## config.mk

```make
export PLATFORM = sky130hd
export DESIGN_NAME = noise_lfsr
export DESIGN_NICKNAME = d
export VERILOG_FILES = /design/src/rtl/noise_lfsr.sv
export SDC_FILE = /design/constraint.sdc
export NUM_CORES = 1
export LEC_CHECK = 0
export BUFFER_PORTS_ARGS = -buffer_cell sky130_fd_sc_hd__buf_2
export CAP_MARGIN = 20
export CORE_UTILIZATION = 40
export DETAILED_ROUTE_END_ITERATION = 10
export SYNTH_ARGS = -nofsm -noshare
export SYNTH_HDL_FRONTEND = slang
export SYNTH_SLANG_ARGS = --single-unit
```

## constraint.sdc

```tcl
create_clock -name clk -period 2.1 [get_ports clk]
set_input_delay 0.105 -clock clk [delete_from_list [all_inputs] [get_ports clk]]
set_output_delay 0.105 -clock clk [all_outputs]
set_load 0.005 [all_outputs]
```

## src/rtl/noise_lfsr.sv

```systemverilog
module noise_lfsr #(
  parameter int          LFSR_W = 23,
  parameter int          TAP_HI = 22,
  parameter int          TAP_LO = 17,
  parameter int          OUT_W  = 12,
  parameter int          SEL_N  = 8,
  parameter logic [22:0] SEED   = 23'h7FFFF8
) (
  input  logic             clk,
  input  logic             rst_n,
  input  logic             hold,
  input  logic             acc_bit,
  output logic [OUT_W-1:0] noise_out,
  output logic [SEL_N-1:0] noise_rd
);
  localparam int PAD_W = OUT_W - SEL_N;
  localparam int SEL [SEL_N] = '{2, 4, 7, 11, 13, 16, 20, 22};

  logic [LFSR_W-1:0] lfsr;
  logic              prev_bit;
  logic              step;
  logic              fb;

  assign step = acc_bit & ~prev_bit & ~hold;
  assign fb   = lfsr[TAP_HI] ^ lfsr[TAP_LO];

  always_ff @(posedge clk) begin
    if (!rst_n) begin
      lfsr     <= SEED[LFSR_W-1:0];
      prev_bit <= 1'b0;
    end else begin
      prev_bit <= acc_bit;
      if (step) lfsr <= {lfsr[LFSR_W-2:0], fb};
    end
  end

  for (genvar i = 0; i < SEL_N; i++) begin : g_pick
    assign noise_rd[i] = lfsr[SEL[i]];
  end

  assign noise_out = {noise_rd, {PAD_W{1'b0}}};

  a_r3_shift_left: assert property (@(posedge clk) disable iff (!rst_n)
    (acc_bit && !prev_bit && !hold) |=> lfsr[LFSR_W-1:1] == $past(lfsr[LFSR_W-2:0]));
  a_r3_feedback: assert property (@(posedge clk) disable iff (!rst_n)
    (acc_bit && !prev_bit && !hold) |=> lfsr[0] == ($past(lfsr[TAP_HI]) ^ $past(lfsr[TAP_LO])));
  a_r4_no_edge_stable: assert property (@(posedge clk) disable iff (!rst_n)
    (!acc_bit || prev_bit) |=> $stable(lfsr));
  a_r5_hold_stable: assert property (@(posedge clk) disable iff (!rst_n)
    hold |=> $stable(lfsr));
  a_r6_low_zero: assert property (@(posedge clk) disable iff (!rst_n)
    noise_out[PAD_W-1:0] == '0);
  a_r8_nonzero: assert property (@(posedge clk) disable iff (!rst_n)
    lfsr != '0);
endmodule

```

==> summary.md <==
| Metric | Value |
|---|---|
| DR vias/cell | `4.70` |
| Adder-cell share of the synthesized area | `0%` |
| Sequential share of the synthesized area | `a little under half` |
| Worst IR Drop VDD | `approximately 0.00037 V` |
| Mapped Avg Cell Area | `just over 8 µm²` |
| CTS tree | `yes` |
| Worst Setup Path Type | `primary input to flip-flop` |
| PortBufs | `19` |
| Gr usage total | `12.5%` |
| Synth Area in XOR/XNOR | `0.864%` |
| Mux share of post-synthesis cell area | `0%` |
| Total wire length | `1.50 mm` |
| Cts bufs inserted | `3` |
| Routed WL per cell | `9.79 µm` |
| Placed insts | `148` |
| Final setup vio count | `0` |
| Reg clk slew, reported paths | `about 0.13 ns` |
| Antenna violations before repair | `0` |
| Largest net degree at the start of global routing | `27` |
| Iteration-0 DRC Markers | `14` |
| Synth cell types | `12` |
| Syn. warnings | `0` |
| Compound-Gate Fraction of Synth Area | `less than 1%` |
| Final hold violation count | `0` |
| # H-tree levels | `1` |
| Commonest non-fill, non-tap cells in the layout | `43 x nand2_1, 24 x nand3_1, 24 x dfxtp_1, 19 x buf_2, 4 x conb_1` |
| Area Growth Syn to Fin | `1.23%` |
| Cts-stage hold buffer count | `1` |
| Final ANT Viol Nets | `0` |
| Status | `finished, final reports clean` |
| DR pass1 iterations | `4` |
| Worst clock skew | `approximately 0.0034 ns` |
| Critical Path RT | `approximately 2.4 ns` |
| Post-Synthesis Cell Area | `1010 µm²` |
| Non-filler instance count after layout | `~150` |
| Worst-Skew Late Latency | `between 0.3 and 0.4 ns` |
| Post-route clock period utilization | `between 60% and 70%` |
| Gate Count Post-Synth | `between 100 and 150` |
| First-pass GRT wire length | `2.46 mm` |
| Die area | `around 2700 µm²` |
| Max Freq | `roughly 740 MHz` |
| Min cycle time layout | `approximately 1.4 ns` |
| Hold depth | `4` |
| DRC Markers | `0` |
| Die width | `approximately 52 µm` |
| Root buf cell | `clkbuf_4` |
| # resized after CTS | `0` |
| Layout cells sized above 1 | `between 20% and 30%` |
| Core footprint | `between 2000 and 2500 µm²` |
| Commonest non-fill, non-tap cell in the layout | `nand2_1` |
| Setup Slack @ Placement | `about 0.81 ns` |
| Number of global-route vias before repair | `562` |
| Largest family of logic cells by synthesized area | `simple AND/OR/NAND/NOR gates` |
| Number of placement rows | `17` |
| Diode count | `0` |
| Setup crit end kind | `flip-flop` |
| Clk sink count | `24` |
| Top-Level Pins | `24` |
| Die Ht | `roughly 52 µm` |
| Register bit count reported by yosys | `24` |
| R2R depth | `4` |
| Power Density | `between 900 and 1000 nW/µm²` |
| WP data arrival | `about 1.6 ns` |
| Grt ovf | `0` |
| Post-synthesis simple-gate area fraction | `a little under a third` |
| Sum Neg Setup Slack | `0 ns` |
| Via count | `719` |
| Nets | `between 100 and 150` |
| Hold Crit Class | `primary input to flip-flop` |
| Post-CTS Setup Bufs | `0` |
| Starting Density | `between 40% and 50%` |
| RePlAce Congestion | `approximately 0.75` |
| Max clock buf depth | `2` |
| Final HPWL DP | `between 1 and 1.5 mm` |
| Crit Path Max Fanout | `16` |
| Setup ws final | `between 0.7 and 0.8 ns` |
| Worst setup SP type | `primary input` |
| Leak Pwr | `around 0.52 nW` |
| Maxcap violations | `0` |
| Slew Viols, Final | `0` |
| RSZ-0062 raised after global routing | `false` |
[stage by stage]
| step | power [mW] | hold slack (ns) | cell area, µm² | utilization (%) |
|---|---|---|---|---|
| 4_1_cts | 0.938 | 0.112 | 1030 | 44.7 |
| 3_3_place_gp | 0.595 | 0.330 | 963 | 41.9 |
| 6_report | 0.927 | 0.123 | 1030 | 44.7 |
| 5_1_grt | 0.968 | 0.123 | 1030 | 44.7 |
| 3_5_place_dp | 0.597 | 0.333 | 963 | 41.9 |
| 2_1_floorplan | 0.600 | 0.227 | 1020 | - |
[Yosys cell counts (all sizes together)]
| library cell | instances | share of area (%) |
|---|---|---|
| or3b | 1 | 1.1 |
| dfxtp | 24 | 47 |
| nand2 | 43 | 16 |
| conb | 1 | 0.37 |
| buf | 24 | 19 |
| xnor2 | 1 | 0.86 |
| nor3b | 1 | 1.2 |
| clkbuf | 3 | 1.1 |
| and2 | 1 | 0.62 |
| nand3 | 24 | 12 |
| o211a | 1 | 0.99 |
[worst max-delay path, cell delays in order]
cell and delay [ns]:
dlygate4sd3_1 0.52, buf_2 0.11, nor3b_2 0.43, buf_4 0.30, nand3_1 0.09, nand2_1 0.08
[sequential cells by signal (all words and copies together), names as in the netlist]
| signal | count |
|---|---|
| lfsr | 23 |
| prev_bit | 1 |
[worst paths after layout]
path | startpoint | to | slack (ns)
max | acc_bit | lfsr[2] | 0.75
min | hold | lfsr[1] | 0.12
max reg2reg | prev_bit | lfsr[2] | 0.79
min reg2reg | lfsr[1] | lfsr[1] | 0.46
[area by class of cell]
type,count,area [µm²]
flip-flops and latches,24,480
fillers,239,1270
repair buffers,21,113
clock buffers,3,22.5
multi-input cells,76,345
clock inverters,1,30.0
well taps,28,35.0
[power by group]
part	leakage (nW)	switching, mW	total, mW	internal [mW]
logic	0.290	0.0486	0.0880	0.0394
registers	0.198	0.0171	0.499	0.482
clock network	0.0279	0.147	0.340	0.193
total	0.515	0.212	0.927	0.715
[cell families (layout without fill, tap and decap cells)]
group,count (synthesis),after routing
other,1,4
AO/OA/AOI/OAI,1,1
flip-flops,24,24
AND/OR/NAND/NOR,70,70
XOR/XNOR,1,1
buffers and inverters,27,25
[per-layer routing]
layer / GRT usage [%] / vias up / share of wire (%)
li1: - / 372 / -
met1: 16.6 / 325 / 51
met2: 17.5 / 19 / 44
met3: 3.48 / 3 / 3.5
met4: 7.89 / 0 / 2.1
met5: 0 / - / 0
Note: power is estimated with default switching activity, not from simulation.
